## src/rtl/lcr_pkg.sv

```systemverilog
package lcr_pkg;

    typedef struct packed {
        logic honour_ce;
        logic honour_lsr;
        logic lsr_level;
        logic use_direct;
    } nib_cfg_t;

    typedef enum logic [1:0] {
        ACT_HOLD  = 2'd0,
        ACT_LOAD  = 2'd1,
        ACT_FORCE = 2'd2
    } reg_action_t;

    // Set/reset outranks enable; an element that ignores enable always loads.
    function automatic reg_action_t pick_action(
        input logic honour_ce,
        input logic honour_lsr,
        input logic ce,
        input logic lsr
    );
        if (honour_lsr && lsr)
            return ACT_FORCE;
        else if (!honour_ce || ce)
            return ACT_LOAD;
        else
            return ACT_HOLD;
    endfunction

endpackage

```

## src/rtl/lcr_nibble.sv

```systemverilog
module lcr_nibble
    import lcr_pkg::*;
#(
    parameter int W = 4
) (
    input  logic         clk,
    input  logic         rst,
    input  nib_cfg_t     cfg,
    input  logic         ce,
    input  logic         lsr,
    input  logic [W-1:0] lut_d,
    input  logic [W-1:0] dir_d,
    output logic [W-1:0] q
);

    reg_action_t  act;
    logic [W-1:0] d_src;

    always_comb d_src = cfg.use_direct ? dir_d : lut_d;
    always_comb act   = pick_action(cfg.honour_ce, cfg.honour_lsr, ce, lsr);

    always_ff @(posedge clk) begin
        if (rst) begin
            q <= '0;
        end else begin
            case (act)
                ACT_FORCE: q <= {W{cfg.lsr_level}};
                ACT_LOAD:  q <= d_src;
                default:   q <= q;
            endcase
        end
    end

    // enable obeyed and low, no set/reset -> hold
    a_r3_hold_when_disabled: assert property (@(posedge clk) disable iff (rst)
        (cfg.honour_ce && !ce && !(cfg.honour_lsr && lsr)) |=> $stable(q));

    // set/reset forces the configured level regardless of ce
    a_r5_force_level: assert property (@(posedge clk) disable iff (rst)
        (cfg.honour_lsr && lsr) |=> (q == {W{$past(cfg.lsr_level)}}));

    // free-running nibble captures the chosen source
    a_r4_free_load: assert property (@(posedge clk) disable iff (rst)
        (!cfg.honour_ce && !(cfg.honour_lsr && lsr)) |=>
        (q == ($past(cfg.use_direct) ? $past(dir_d) : $past(lut_d))));

endmodule

```

## src/rtl/lcr_spare.sv

```systemverilog
module lcr_spare
    import lcr_pkg::*;
(
    input  logic clk,
    input  logic rst,
    input  logic honour_ce,
    input  logic honour_lsr,
    input  logic lsr_level,
    input  logic ce,
    input  logic lsr,
    input  logic d,
    output logic q
);

    reg_action_t act;

    always_comb act = pick_action(honour_ce, honour_lsr, ce, lsr);

    always_ff @(posedge clk) begin
        if (rst) begin
            q <= 1'b0;
        end else begin
            case (act)
                ACT_FORCE: q <= lsr_level;
                ACT_LOAD:  q <= d;
                default:   q <= q;
            endcase
        end
    end

    // spare element follows its own controls
    a_r8_spare_force: assert property (@(posedge clk) disable iff (rst)
        (honour_lsr && lsr) |=> (q == $past(lsr_level)));

    a_r8_spare_hold: assert property (@(posedge clk) disable iff (rst)
        (honour_ce && !ce && !(honour_lsr && lsr)) |=> $stable(q));

    a_r8_spare_load: assert property (@(posedge clk) disable iff (rst)
        (!honour_ce && !(honour_lsr && lsr)) |=> (q == $past(d)));

endmodule

```

## src/rtl/lcr_bank.sv

```systemverilog
module lcr_bank
    import lcr_pkg::*;
#(
    parameter int NIBBLES = 2,
    parameter int NIB_W   = 4,
    localparam int MAIN_W = NIBBLES * NIB_W
) (
    input  logic              clk,
    input  logic              rst,
    input  logic              ce,
    input  logic              lsr,
    input  logic [MAIN_W-1:0] lut_out,
    input  logic [MAIN_W-1:0] dir_in,
    input  logic              spare_d,
    input  logic [NIBBLES-1:0] honour_ce,
    input  logic [NIBBLES-1:0] honour_lsr,
    input  logic [NIBBLES-1:0] lsr_level,
    input  logic [NIBBLES-1:0] use_direct,
    input  logic              spare_honour_ce,
    input  logic              spare_honour_lsr,
    input  logic              spare_lsr_level,
    output logic [MAIN_W-1:0] q,
    output logic              spare_q
);

    nib_cfg_t nib_cfg [NIBBLES];

    for (genvar n = 0; n < NIBBLES; n++) begin : g_nib
        always_comb begin
            nib_cfg[n].honour_ce  = honour_ce[n];
            nib_cfg[n].honour_lsr = honour_lsr[n];
            nib_cfg[n].lsr_level  = lsr_level[n];
            nib_cfg[n].use_direct = use_direct[n];
        end

        lcr_nibble #(.W(NIB_W)) u_nib (
            .clk   (clk),
            .rst   (rst),
            .cfg   (nib_cfg[n]),
            .ce    (ce),
            .lsr   (lsr),
            .lut_d (lut_out[n*NIB_W +: NIB_W]),
            .dir_d (dir_in[n*NIB_W +: NIB_W]),
            .q     (q[n*NIB_W +: NIB_W])
        );
    end

    lcr_spare u_spare (
        .clk        (clk),
        .rst        (rst),
        .honour_ce  (spare_honour_ce),
        .honour_lsr (spare_honour_lsr),
        .lsr_level  (spare_lsr_level),
        .ce         (ce),
        .lsr        (lsr),
        .d          (spare_d),
        .q          (spare_q)
    );

    // reset clears every element at the next edge
    a_r1_reset_clear: assert property (@(posedge clk)
        rst |=> (q == '0 && spare_q == 1'b0));

endmodule

```

## config.mk

```make
export PLATFORM = sky130hd
export DESIGN_NAME = lcr_bank
export DESIGN_NICKNAME = d
export VERILOG_FILES = /design/src/rtl/lcr_pkg.sv /design/src/rtl/lcr_nibble.sv /design/src/rtl/lcr_spare.sv /design/src/rtl/lcr_bank.sv
export SDC_FILE = /design/constraint.sdc
export NUM_CORES = 1
export LEC_CHECK = 0
export BUFFER_PORTS_ARGS = -buffer_cell sky130_fd_sc_hd__buf_2
export CAP_MARGIN = 20
export CORE_MARGIN = 2
export CORE_UTILIZATION = 35
export CTS_CLUSTER_DIAMETER = 100
export CTS_CLUSTER_SIZE = 25
export DETAILED_ROUTE_END_ITERATION = 8
export GPL_TIMING_DRIVEN = 0
export PLACE_DENSITY = 0.78
export SLEW_MARGIN = 25
export SYNTH_ARGS = -nofsm -noshare
export SYNTH_HDL_FRONTEND = slang
export SYNTH_SLANG_ARGS = --single-unit
```

## constraint.sdc

```tcl
create_clock -name clk -period 0.8 [get_ports clk]
set_input_delay 0.16 -clock clk [delete_from_list [all_inputs] [get_ports clk]]
set_output_delay 0.16 -clock clk [all_outputs]
set_load 0.02 [all_outputs]
```

Word-level counts from Yosys, hierarchy flattened. Cells that the tools add are included.

Input bits: 32. Word-level logic and storage cells: 32. Flip-flop bits (word level): 9. Output and inout bits: 9.

Reduce and logical (&&, ||, !) cells: 12. Mux-type cells: 11. Equality and inequality tests: 6.

Operator list (number): $pmux W4 S2 (2); $mux W4 (2); $eq A2 B1 Y1 const B (3); $eq A2 B2 Y1 const B (3); $mux W2 (3); $reduce_bool A2 Y1 (3); $logic_and A1 B1 Y1 (3); $logic_not A1 Y1 (3); $logic_or A1 B1 Y1 (3); $mux W1 (3); $pmux W1 S2 (1).

Longest topological paths before layout.
Depth in word-level cells: 6. Gate-level depth with buffers: 4. Depth with buffers taken out: 3.

Cells and area by module. Synthesis repeated with hierarchy kept, for this count alone.

Cell total of the unflattened synthesis: 46. Area total of the unflattened synthesis: 481.7 um2.

By module, submodules not included: lcr_nibble (area an instance 212.7 um2, seq. area each 80.1 um2, cells each 20, times used 2); lcr_spare (area an instance 56.3 um2, seq. area each 20.0 um2, cells each 6, times used 1).

Worst setup path before layout. No wires, ideal clock.

Path type: reg-to-reg. Start point: reg u_spare.q (netlist name). End point: reg u_spare.q. Period minus slack after synthesis: 799 ps. Data arrival time: 713 ps. Setup slack: 1 ps. Required time: 714 ps. Buffers on the path: 0. Cell stages (with the launch flop): 3. Library setup time: 86 ps. Path through: dfxtp_1 -> mux2i_1 -> a211oi_1.

RTL lines: end signal: assignment (RTL line lcr_spare.sv:24) `ACT_FORCE: q <= lsr_level;`; end signal: assignment (RTL line lcr_spare.sv:26) `default: q <= q;`; end: declaration (RTL line lcr_spare.sv:12) `output logic q`.

Worst setup path in the final report.
Start point: reg g_nib[1].u_nib.q[0]. End point: out q[4].

RTL lines: start: declaration (RTL line lcr_nibble.sv:13) `output logic [W-1:0] q`; start signal: assignment (RTL line lcr_nibble.sv:27) `ACT_FORCE: q <= {W{cfg.lsr_level}};`; start signal: assignment (RTL line lcr_nibble.sv:28) `ACT_LOAD: q <= d_src;`; start signal: assignment (RTL line lcr_nibble.sv:29) `default: q <= q;`; end: declaration (RTL line lcr_bank.sv:22) `output logic [MAIN_W-1:0] q,`.

No word-level cell between the ends.

==> flow_metrics.env <==
export IMPL_status="complete, but fails checks"
export IMPL_violations="setup timing"
export IMPL_holdCritStartpoint="rst"
export IMPL_fmax_ghz=1.15
export IMPL_drt_iter0_drc=14
export IMPL_clock_latency_ns=0.26
export IMPL_wl_mm=1.29
export IMPL_crit_family="flip-flops"
export IMPL_drive_gt1_frac=0.609
export IMPL_final_common_cell="buf_2"
export IMPL_syn_nets=78
export IMPL_hold_class="in -> reg"
export IMPL_hold_viol=0
export IMPL_p_per_area_mw_per_mm2=1510
export IMPL_setup_viol=9
export IMPL_netlist_area_leader_share=0.378
export IMPL_port_buffers=40
export IMPL_synth_seq_area_share=0.378
export IMPL_ios=41
export IMPL_yosysUniqueCellTypes=11
export IMPL_grt_start_max_net_pins=6
export IMPL_min_delay_worst_endpoint="u_spare.q"
export IMPL_grt_pass1_vias=414
export IMPL_p_leak_nw=0.431
export IMPL_power_mw=1.22
export IMPL_mappedNetlistArea_um2=477
export IMPL_reg2reg_depth=3
export IMPL_ff2ff_setup_slack_ns=0
export IMPL_wl_per_cell_um=12.1
export IMPL_via_per_inst=4.69
export IMPL_synth_top_cell_by_area="dfxtp_1"
export IMPL_fillers=103
export IMPL_slew_headroom=0.871
export IMPL_area_growth_pct=68.8
export IMPL_num_vias=502
export IMPL_cts_tree="yes"
export IMPL_fin_skew_ns=0
export IMPL_layout_common_cells="buf_2 (33), mux2i_1 (9), dfxtp_2 (9), buf_6 (9)"
export IMPL_fp_dieW_um=40.9
export IMPL_rsz0062_at_grt="yes"
export IMPL_finalNetCount=125
export IMPL_cp_end_kind="output port"
export IMPL_dieArea_mm2=0.00167
export IMPL_r2r_start="g_nib[0].u_nib.q[2]"
export IMPL_syn_avg_cell_area_um2=10.4
export IMPL_firstDrtPassIters=4
export IMPL_fin_util=0.626
export IMPL_htreeDepth=1
export IMPL_cp_max_fo=2
export IMPL_initial_core_util=0.371
export IMPL_antenna_found_initial=0
export IMPL_n_antenna_cell=0
export IMPL_drc=0
export IMPL_synth_seq_cells=9
export IMPL_maxSlewViolCount=0
export IMPL_path_clk_slew_ns=0.05
export IMPL_cts_sinks=9
export IMPL_period_minus_slack_ns=0.869
export IMPL_timing_final_ws_setup_ns=-0.0693
export IMPL_crit_path_cell_trace="buf_6"
export IMPL_gp_congestion=0.703
export IMPL_cts_buffers=3
export IMPL_post_synth_inst_count=46
export IMPL_grt_usage=0.181
export IMPL_cts_buffer_depth=2
export IMPL_r2r_end="g_nib[0].u_nib.q[2]"
export IMPL_grt_overflow_total=0
export IMPL_required_ns=0.64
export IMPL_fin_setup_tns_ns=-0.540
export IMPL_root_buffer="clkbuf_4"
export IMPL_yosys_top_cells_area="dfxtp_1 (38%), mux2i_1 (19%), mux2_1 (19%)"
export IMPL_crit_type="reg -> out"
export IMPL_min_path_cells=2
export IMPL_yosysWarnings=0
export IMPL_fin_crit_sh=1.09
export IMPL_core_area_mm2=0.00128
export IMPL_regArea_um2=191
export IMPL_die_h_um=40.9
export IMPL_worstMarginPinSlew_ns=0.188
export IMPL_max_cap_viol_count=0
export IMPL_rows=13
export IMPL_grt_pass1_wl_mm=1.74
export IMPL_cp_arrival_ns=0.71
export IMPL_cp_start_kind="flop"
export IMPL_max_stage_delay_ns=0.34
export IMPL_peakVddDrop_mv=0.586
export IMPL_multi_input_area_um2=287
export IMPL_cp_slowest_cell="dfxtp_2"
export IMPL_timing_hold_ws_ns=0.104
export IMPL_antenna_left=0
export IMPL_critPathBufInv=1
==> per-stage QoR <==
stage | instance area [um2] | std cells | setup WS (ns)
floorplan | 477 | 46 | 0.00111
CTS | 790 | 105 | -0.0745
finish | 805 | 107 | -0.0693
global placement | 696 | 101 | -0.157
detailed placement | 696 | 101 | -0.198
global route | 805 | 107 | -0.0935
==> routing by layer <==
metal	wire length, um	GRT usage
met1	553	0.196
met2	603	0.277
met3	77	0.0326
met4	57	0.200
met5	0	0
==> cells in the mapped netlist <==
library cell	n
nand2_1	1
a211oi_1	1
o21ai_1	8
a21o_1	2
dfxtp_1	9
nor2_1	1
mux2_1	8
buf_2	2
nand4b_1	2
nand2b_1	3
mux2i_1	9
==> cell type report <==
class | instances | share of cell area
flip-flops and latches | 9 | 0.238
well taps | 15 | 0.0233
plain buffers | 2 | 0.0124
repair buffers | 42 | 0.337
clock buffers | 4 | 0.0327
multi-input cells | 35 | 0.356
==> power breakdown <==
part	total (mW)	switching, mW	internal, mW
clock network	0.335	0.144	0.191
logic	0.360	0.156	0.204
registers	0.523	0.0268	0.497
total	1.22	0.327	0.892
==> worst register-to-register path, cell delays in order (launching register included) <==
cell,delay (ns)
dfxtp_2,0.32
buf_4,0.12
mux2i_1,0.17
o21ai_1,0.07
==> how the worst max path moves through the flow <==
stage / startpoint / endpoint / slack (ns) / depth (start not counted)
2_1_floorplan: u_spare.q / u_spare.q / 0.001 / 2
3_3_place_gp: use_direct[1] / g_nib[1].u_nib.q[3] / -0.16 / 4
3_5_place_dp: use_direct[0] / g_nib[0].u_nib.q[1] / -0.20 / 4
4_1_cts: g_nib[0].u_nib.q[0] / q[0] / -0.07 / 1
5_1_grt: g_nib[1].u_nib.q[0] / q[4] / -0.09 / 1
6_report: g_nib[1].u_nib.q[0] / q[4] / -0.07 / 1
==> flip-flops by register name (all words and copies together), names as in the netlist <==
| name | cells |
|---|---|
| u_spare.q | 1 |
| g_nib.u_nib.q | 8 |
==> cell families (layout without fill, tap and decap cells) <==
kind of cell | Yosys count | after routing | share of synthesized area
buffers and inverters | 2 | 48 | 0.0210
AND/OR/NAND/NOR | 7 | 7 | 0.0919
AO/OA/AOI/OAI | 11 | 11 | 0.131
flip-flops | 9 | 9 | 0.378
multiplexers | 17 | 17 | 0.378
==> timing repair <==
| action | in CTS | in global routing |
|---|---|---|
| hold buffers | 0 | 0 |
| pin swaps | 0 | 1 |
| buffers inserted | 0 | 2 |
| gates resized for setup | 27 | 0 |
| endpoints found under the hold margin | 0 | 0 |
| setup endpoints to repair | 9 | 9 |
Power figures use the tool's default switching activity.
